[config.mk]
export PLATFORM = sky130hd
export DESIGN_NAME = meas_seq_ctrl
export DESIGN_NICKNAME = d
export VERILOG_FILES = /design/src/rtl/mseq_pkg.sv /design/src/rtl/mseq_cfg.sv /design/src/rtl/mseq_pick.sv /design/src/rtl/mseq_fifo.sv /design/src/rtl/meas_seq_ctrl.sv
export SDC_FILE = /design/constraint.sdc
export NUM_CORES = 2
export LEC_CHECK = 0
export ABC_AREA = 1
export BUFFER_PORTS_ARGS = -buffer_cell sky130_fd_sc_hd__buf_2
export CAP_MARGIN = 5
export CORE_MARGIN = 4
export CORE_UTILIZATION = 40
export CTS_BUF_LIST = sky130_fd_sc_hd__clkbuf_16
export CTS_CLUSTER_DIAMETER = 40
export CTS_CLUSTER_SIZE = 25
export DETAILED_ROUTE_END_ITERATION = 12
export GPL_ROUTABILITY_DRIVEN = 0
export SKIP_CTS_REPAIR_TIMING = 1
export SLEW_MARGIN = 0
export SYNTH_ARGS = -nofsm -noshare
export SYNTH_HDL_FRONTEND = slang
export SYNTH_SLANG_ARGS = --single-unit
[constraint.sdc]
create_clock -name clk -period 5.4 [get_ports clk]
set_input_delay 1.35 -clock clk [delete_from_list [all_inputs] [get_ports clk]]
set_output_delay 1.35 -clock clk [all_outputs]
set_load 0.01 [all_outputs]
[src/rtl/mseq_pkg.sv]
package mseq_pkg;
  typedef enum logic [1:0] {ST_IDLE, ST_RUN, ST_WAIT, ST_HIB} seq_st_t;
  localparam logic [1:0] DR_EACH  = 2'd0;
  localparam logic [1:0] DR_CYCLE = 2'd1;
  localparam logic [1:0] DR_FULL  = 2'd2;
  localparam int A_CTRL = 0;
  localparam int A_MASK = 1;
  localparam int A_IVL  = 2;
  localparam int A_CNT0 = 4;
endpackage

[src/rtl/mseq_cfg.sv]
module mseq_cfg
  import mseq_pkg::*;
#(
  parameter int NUM_CH = 4,
  parameter int CNT_W  = 4,
  parameter int IVL_W  = 32,
  parameter int AW     = 8,
  parameter int DW     = 32
) (
  input  logic                    clk,
  input  logic                    rst,
  input  logic                    we,
  input  logic [AW-1:0]           addr,
  input  logic [DW-1:0]           wdata,
  output logic                    cont_mode,
  output logic [1:0]              drdy_sel,
  output logic                    hib_en,
  output logic                    clr_flags,
  output logic [NUM_CH-1:0]       ch_en,
  output logic [IVL_W-1:0]        ivl,
  output logic [NUM_CH*CNT_W-1:0] rep_lim
);
  assign clr_flags = we && (addr == AW'(A_CTRL)) && wdata[4];

  always_ff @(posedge clk) begin
    if (rst) begin
      cont_mode <= 1'b0;
      drdy_sel  <= DR_EACH;
      hib_en    <= 1'b0;
      ch_en     <= '0;
      ivl       <= '0;
    end else if (we) begin
      case (addr)
        AW'(A_CTRL): begin
          cont_mode <= wdata[0];
          drdy_sel  <= wdata[2:1];
          hib_en    <= wdata[3];
        end
        AW'(A_MASK): ch_en <= wdata[NUM_CH-1:0];
        AW'(A_IVL):  ivl   <= wdata[IVL_W-1:0];
        default: ;
      endcase
    end
  end

  for (genvar c = 0; c < NUM_CH; c++) begin : g_cnt
    logic [CNT_W-1:0] cnt_q;
    always_ff @(posedge clk) begin
      if (rst) cnt_q <= '0;
      else if (we && addr == AW'(A_CNT0 + c)) cnt_q <= wdata[CNT_W-1:0];
    end
    assign rep_lim[c*CNT_W +: CNT_W] = cnt_q;
  end
endmodule

[src/rtl/mseq_pick.sv]
module mseq_pick #(
  parameter int NUM_CH = 4,
  parameter int CH_W   = 2
) (
  input  logic [NUM_CH-1:0] mask,
  input  logic [CH_W:0]     base,
  output logic              found,
  output logic [CH_W-1:0]   idx
);
  // lowest enabled channel at or above base
  always_comb begin
    found = 1'b0;
    idx   = '0;
    for (int i = NUM_CH - 1; i >= 0; i--) begin
      if (mask[i] && ((CH_W+1)'(i) >= base)) begin
        found = 1'b1;
        idx   = CH_W'(i);
      end
    end
  end
endmodule

[src/rtl/mseq_fifo.sv]
module mseq_fifo #(
  parameter int DW    = 26,
  parameter int DEPTH = 64,
  localparam int AW   = $clog2(DEPTH)
) (
  input  logic          clk,
  input  logic          rst,
  input  logic          wr_en,
  input  logic [DW-1:0] wr_data,
  input  logic          rd_en,
  output logic [DW-1:0] rd_data,
  output logic          empty,
  output logic          full,
  output logic [AW:0]   level
);
  logic [DW-1:0] mem [DEPTH];
  logic [AW-1:0] wptr, rptr;
  logic          wr_ok, rd_ok;

  assign empty = (level == '0);
  assign full  = (level == (AW+1)'(DEPTH));
  assign wr_ok = wr_en && !full;
  assign rd_ok = rd_en && !empty;

  always_ff @(posedge clk) begin
    if (wr_ok) mem[wptr] <= wr_data;
  end

  always_ff @(posedge clk) begin
    if (rst) rd_data <= '0;
    else if (rd_ok) rd_data <= mem[rptr];
  end

  always_ff @(posedge clk) begin
    if (rst) begin
      wptr  <= '0;
      rptr  <= '0;
      level <= '0;
    end else begin
      if (wr_ok) wptr <= wptr + 1'b1;
      if (rd_ok) rptr <= rptr + 1'b1;
      case ({wr_ok, rd_ok})
        2'b10:   level <= level + 1'b1;
        2'b01:   level <= level - 1'b1;
        default: level <= level;
      endcase
    end
  end
endmodule

[src/rtl/meas_seq_ctrl.sv]
module meas_seq_ctrl
  import mseq_pkg::*;
#(
  parameter int NUM_CH     = 4,
  parameter int CNT_W      = 4,
  parameter int IVL_W      = 32,
  parameter int RES_W      = 24,
  parameter int FIFO_DEPTH = 64,
  parameter int AW         = 8,
  parameter int DW         = 32,
  localparam int CH_W      = (NUM_CH > 1) ? $clog2(NUM_CH) : 1,
  localparam int ENT_W     = CH_W + RES_W
) (
  input  logic             clk,
  input  logic             rst,
  input  logic             cfg_we,
  input  logic [AW-1:0]    cfg_addr,
  input  logic [DW-1:0]    cfg_wdata,
  input  logic             conv_cmd,
  input  logic             wake_n,
  output logic             conv_req,
  output logic [CH_W-1:0]  conv_ch,
  input  logic             conv_done,
  input  logic [RES_W-1:0] conv_data,
  input  logic             conv_err,
  input  logic             conv_alert,
  input  logic             rd_pop,
  output logic [ENT_W-1:0] rd_data,
  output logic             fifo_empty,
  output logic             drdy,
  output logic             status,
  output logic             ovf,
  output logic             hib
);
  localparam int FA = $clog2(FIFO_DEPTH);
  localparam logic [FA:0] LAST_SLOT = (FA+1)'(FIFO_DEPTH - 1);

  logic                    cont_mode, hib_en, clr_flags;
  logic [1:0]              drdy_sel;
  logic [NUM_CH-1:0]       ch_en;
  logic [IVL_W-1:0]        ivl;
  logic [NUM_CH*CNT_W-1:0] rep_lim_all;

  seq_st_t         state;
  logic [CH_W-1:0] cur_ch;
  logic [CNT_W-1:0] rep;
  logic [IVL_W-1:0] tmr;
  logic            wake_q, err_q, alr_q;

  logic            pk_found;
  logic [CH_W-1:0] pk_idx;
  logic [CH_W:0]   pk_base;
  logic            fifo_full;
  logic [FA:0]     fifo_lvl;
  logic            done_ok, last_rep, ev_cycle, ev_full, drdy_set, wake_fall;

  mseq_cfg #(.NUM_CH(NUM_CH), .CNT_W(CNT_W), .IVL_W(IVL_W), .AW(AW), .DW(DW)) u_cfg (
    .clk(clk), .rst(rst), .we(cfg_we), .addr(cfg_addr), .wdata(cfg_wdata),
    .cont_mode(cont_mode), .drdy_sel(drdy_sel), .hib_en(hib_en), .clr_flags(clr_flags),
    .ch_en(ch_en), .ivl(ivl), .rep_lim(rep_lim_all)
  );

  assign pk_base = (state == ST_RUN) ? ({1'b0, cur_ch} + 1'b1) : '0;

  mseq_pick #(.NUM_CH(NUM_CH), .CH_W(CH_W)) u_pick (
    .mask(ch_en), .base(pk_base), .found(pk_found), .idx(pk_idx)
  );

  assign done_ok  = conv_done && (state == ST_RUN);
  assign last_rep = (rep == rep_lim_all[cur_ch*CNT_W +: CNT_W]);
  assign ev_cycle = done_ok && last_rep && !pk_found && (ch_en != '0);
  assign ev_full  = done_ok && !fifo_full && (fifo_lvl == LAST_SLOT) && !(rd_pop && !fifo_empty);
  assign wake_fall = wake_q && !wake_n;

  always_comb begin
    case (drdy_sel)
      DR_EACH:  drdy_set = done_ok;
      DR_CYCLE: drdy_set = ev_cycle;
      DR_FULL:  drdy_set = ev_full;
      default:  drdy_set = 1'b0;
    endcase
  end

  mseq_fifo #(.DW(ENT_W), .DEPTH(FIFO_DEPTH)) u_fifo (
    .clk(clk), .rst(rst), .wr_en(done_ok), .wr_data({cur_ch, conv_data}),
    .rd_en(rd_pop), .rd_data(rd_data), .empty(fifo_empty), .full(fifo_full), .level(fifo_lvl)
  );

  assign conv_ch = cur_ch;
  assign status  = err_q || alr_q;
  assign hib     = (state == ST_HIB);

  always_ff @(posedge clk) begin
    if (rst) begin
      state    <= ST_IDLE;
      cur_ch   <= '0;
      rep      <= '0;
      tmr      <= '0;
      conv_req <= 1'b0;
      wake_q   <= 1'b1;
      drdy     <= 1'b0;
      err_q    <= 1'b0;
      alr_q    <= 1'b0;
      ovf      <= 1'b0;
    end else begin
      wake_q <= wake_n;
      drdy   <= drdy_set || (drdy && !rd_pop);
      err_q  <= (err_q && !clr_flags) || (done_ok && conv_err);
      alr_q  <= (alr_q && !clr_flags) || (done_ok && conv_alert);
      ovf    <= (ovf && !clr_flags) || (done_ok && fifo_full);
      case (state)
        ST_IDLE: if (conv_cmd && pk_found) begin
          state    <= ST_RUN;
          cur_ch   <= pk_idx;
          rep      <= '0;
          conv_req <= 1'b1;
        end
        ST_RUN: if (conv_done) begin
          if (ch_en == '0) begin
            state    <= ST_IDLE;
            rep      <= '0;
            conv_req <= 1'b0;
          end else if (!last_rep) begin
            rep <= rep + 1'b1;
          end else if (pk_found) begin
            cur_ch <= pk_idx;
            rep    <= '0;
          end else begin
            rep      <= '0;
            conv_req <= 1'b0;
            if (hib_en) state <= ST_HIB;
            else if (cont_mode) begin
              state <= ST_WAIT;
              tmr   <= ivl;
            end else state <= ST_IDLE;
          end
        end
        ST_WAIT: if (tmr == '0) begin
          if (cont_mode && pk_found) begin
            state    <= ST_RUN;
            cur_ch   <= pk_idx;
            rep      <= '0;
            conv_req <= 1'b1;
          end else state <= ST_IDLE;
        end else tmr <= tmr - 1'b1;
        ST_HIB: if (wake_fall) begin
          if (cont_mode) begin
            state <= ST_WAIT;
            tmr   <= ivl;
          end else state <= ST_IDLE;
        end
        default: state <= ST_IDLE;
      endcase
    end
  end
endmodule

==> key figures <==
Pwr
  – Combinational share of power: 19.3%
  – Share of power burned in the clock network: about two fifths
  – P_sw: 11,800 uW
  – P_int: 25,800 uW
  – Sw Share: 31.4%
  – Sequential share of power: 41.5%
  – P per Cell Area: 445 nW/um2
  – Peak supply drop: 0.000348 V
  – Leakage: 0.0289 uW

Route
  – DRC Markers: 0
  – Post-DRT Antenna Nets: 0
  – Vias per inst: ~5.6
  – DR pass1 iterations: 6
  – Routed WL per cell: 24.0 um
  – Iteration-0 DRC Markers: 6,391
  – WL final: between 200 and 250 mm
  – Routed via count: 49,751

Logic synthesis
  – Most frequent cells after synthesis: edfxtp_1, nor2_1, o21ai_0, nand2_1, nand3_1
  – FF+latch count, synth: 1,811
  – EDFF count, synth: 1,664
  – Sequential share of the synthesized area: 72.1%
  – Ys Warns: 0
  – Most numerous cell in the Yosys netlist: edfxtp_1
  – Synthesized netlist cell count: 6,289
  – Async SR Flop Fraction: 0%
  – Largest area contributor in the netlist: edfxtp_1
  – Synth Net Count: 6,374
  – Synth top area share: about 68%
  – Synth Flop Type: edfxtp_1
  – Synth top area cells: edfxtp_1, o21ai_0, nor2_1
  – Post-synthesis instance area: 73,400 um2
  – Library cells used by synthesis: 43
  – Syn avg cell area: 11.7 um2

Floorplanning
  – Die width: 436 um
  – Die ar.: between 150,000 and 200,000 um2
  – Die height: approximately 440 um
  – Row Count: 156
  – I/O pin count: 107
  – Core area: 182,000 um2
  – Initial Util: 40.4%

Worst setup path
  – Data arrival time of the critical path: 4280 ps
  – CP Data Required Time: 5920 ps
  – Startpoint types: flop
  – Crit Path Class: flop to flop
  – CP Max Fanout: 14
  – Critical Path Sink Type: flop

Finish
  – Area Overhead vs Synth: 15.0%
  – Nets: 6,472
  – Final Util: 46.5%
  – Finished Layout Cells: between 8,000 and 9,000
  – Layout cell share with drive strength beyond 1: 11.9%

GRT
  – First-pass GRT wire length: 313 mm
  – Vias in the first global route: 46,835
  – Global-route usage over all layers: approximately 22%
  – Initial antenna violation count: 10
  – Largest net degree at the start of global routing: 184
  – Grt ovf: 0

STA
  – Fmax: 266 MHz
  – Final period util: 69.5%
  – RSZ-0062 raised after global routing: false
  – Worst-Margin Slew: roughly 1200 ps
  – Clock Skew: 46.6 ps
  – Final hold vios: 0
  – Tmin final: 3750 ps
  – Max Slew Vio Count: 0
  – Final setup fails: 0
  – Setup TNS: 0 ps
  – Slew HR: 21.8%
  – Setup ws final: 1650 ps

Placed design
  – Cells after DPL: 8,547
  – Final HPWL DP: 128 mm
  – Input/output buffers: 106
  – Pre-CTS setup slack: roughly 1000 ps

Clock tree
  – Clock transition at path regs: 60 ps
  – Max clock buf depth: 3
  – Sink Count: around 1,800
  – Root Driver: clkbuf_16
  – CTS H-tree depth: 4
  – CTS buffer count: 208
  – Worst skew pair latency: 850 ps
  – TritonCTS clock tree: done

Run status
  – Status: complete, no violations

Run
  – Total of max-cap violations: 0

Worst hold path
  – Min-Delay Path Class: flop to flop
==> per-stage QoR <==
step	area, um2	hold WS (ps)	power [uW]
finish	84400	462	37600
global route	84400	478	39100
CTS	84400	459	37800
detailed placement	77100	447	23100
global placement	77100	438	23000
floorplan	73400	424	20300
==> placed cells by master (no fill, tap or decap), types with 22 or more instances in the layout <==
master | Yosys | layout
inv_1 | 244 | 259
inv_8 | 0 | 22
o22ai_1 | 156 | 156
nand4_1 | 24 | 24
dfxtp_1 | 147 | 141
nor2_2 | 5 | 63
o211ai_1 | 208 | 208
nor2_1 | 1298 | 1235
buf_4 | 7 | 154
inv_6 | 0 | 42
a21oi_1 | 127 | 127
o21ai_0 | 982 | 982
or2_2 | 31 | 31
nand3b_1 | 26 | 26
buf_2 | 91 | 106
clkbuf_16 | 0 | 209
edfxtp_1 | 1664 | 1664
nand3_1 | 312 | 312
nand2_1 | 597 | 597
==> critical path: stages (launching register included) <==
cell,delay [ps]
dfxtp_1,500
inv_2,130
nor2_8,170
inv_2,80
nor2_2,290
inv_2,90
nor2_4,300
inv_2,160
nor2_2,180
nand3_1,390
nor2_2,760
buf_4,370
==> power groups by stage <==
stage | sequential, uW | clock [uW] | combinational, uW
2_1_floorplan | 15800 | 0 | 4520
3_5_place_dp | 15900 | 0 | 7210
4_1_cts | 15600 | 14900 | 7250
3_3_place_gp | 15900 | 0 | 7160
5_1_grt | 15600 | 15600 | 7960
6_report | 15600 | 14700 | 7260
==> cell families after synthesis <==
| kind of cell | Yosys count | synth area share [%] |
|---|---|---|
| adder cells (fa/ha/maj) | 12 | 0.215 |
| buffers and inverters | 649 | 3.53 |
| XOR/XNOR | 13 | 0.155 |
| flip-flops | 1811 | 72.1 |
| AO/OA/AOI/OAI | 1487 | 11.2 |
| AND/OR/NAND/NOR | 2317 | 12.8 |
==> layer usage <==
layer  vias up  track usage (%)  wire length, um
met5         -                0               12
met4         2             9.01             9050
met3       328             3.44            16400
met2      2063             34.4            99700
met1     24650             30.5            89400
li1      22708                -                -
==> cell type report <==
| class | count | area [um2] |
|---|---|---|
| Timing Repair Buffer | 280 | 2090 |
| Clock buffer | 209 | 5230 |
| Antenna cell | 4 | 10.0 |
| Sequential cell | 1811 | 52900 |
| Tap cell | 2370 | 2970 |
| Multi-Input combinational cell | 3829 | 18100 |
| Clock inverter | 183 | 2110 |
| Inverter | 257 | 983 |
| Fill cell | 16252 | 97100 |
==> final timing paths <==
| check | start | to | slack (ps) | cells past startpoint |
|---|---|---|---|---|
| setup reg to reg | state[0]$_SDFFE_PP0P_ | u_fifo.mem[49][22]$_DFFE_PP_ | 1650 | 11 |
| setup / recovery | state[0]$_SDFFE_PP0P_ | u_fifo.mem[49][22]$_DFFE_PP_ | 1650 | 11 |
| hold / removal | u_cfg.ivl[16]$_SDFFE_PP0P_ | u_cfg.ivl[16]$_SDFFE_PP0P_ | 460 | 2 |
| hold reg to reg | u_cfg.ivl[16]$_SDFFE_PP0P_ | u_cfg.ivl[16]$_SDFFE_PP0P_ | 460 | 2 |
==> flip-flops by register name, indices dropped and copies added (netlist names), 4 cells and up <==
register	cells
u_fifo.level	7
u_fifo.mem	1664
tmr	32
rep	4
u_fifo.rd_data	26
u_cfg.ch_en	4
u_cfg.ivl	32
u_fifo.rptr	6
u_cfg.g_cnt.cnt_q	16
u_fifo.wptr	6
No activity file was read; power rests on OpenSTA's default activity.
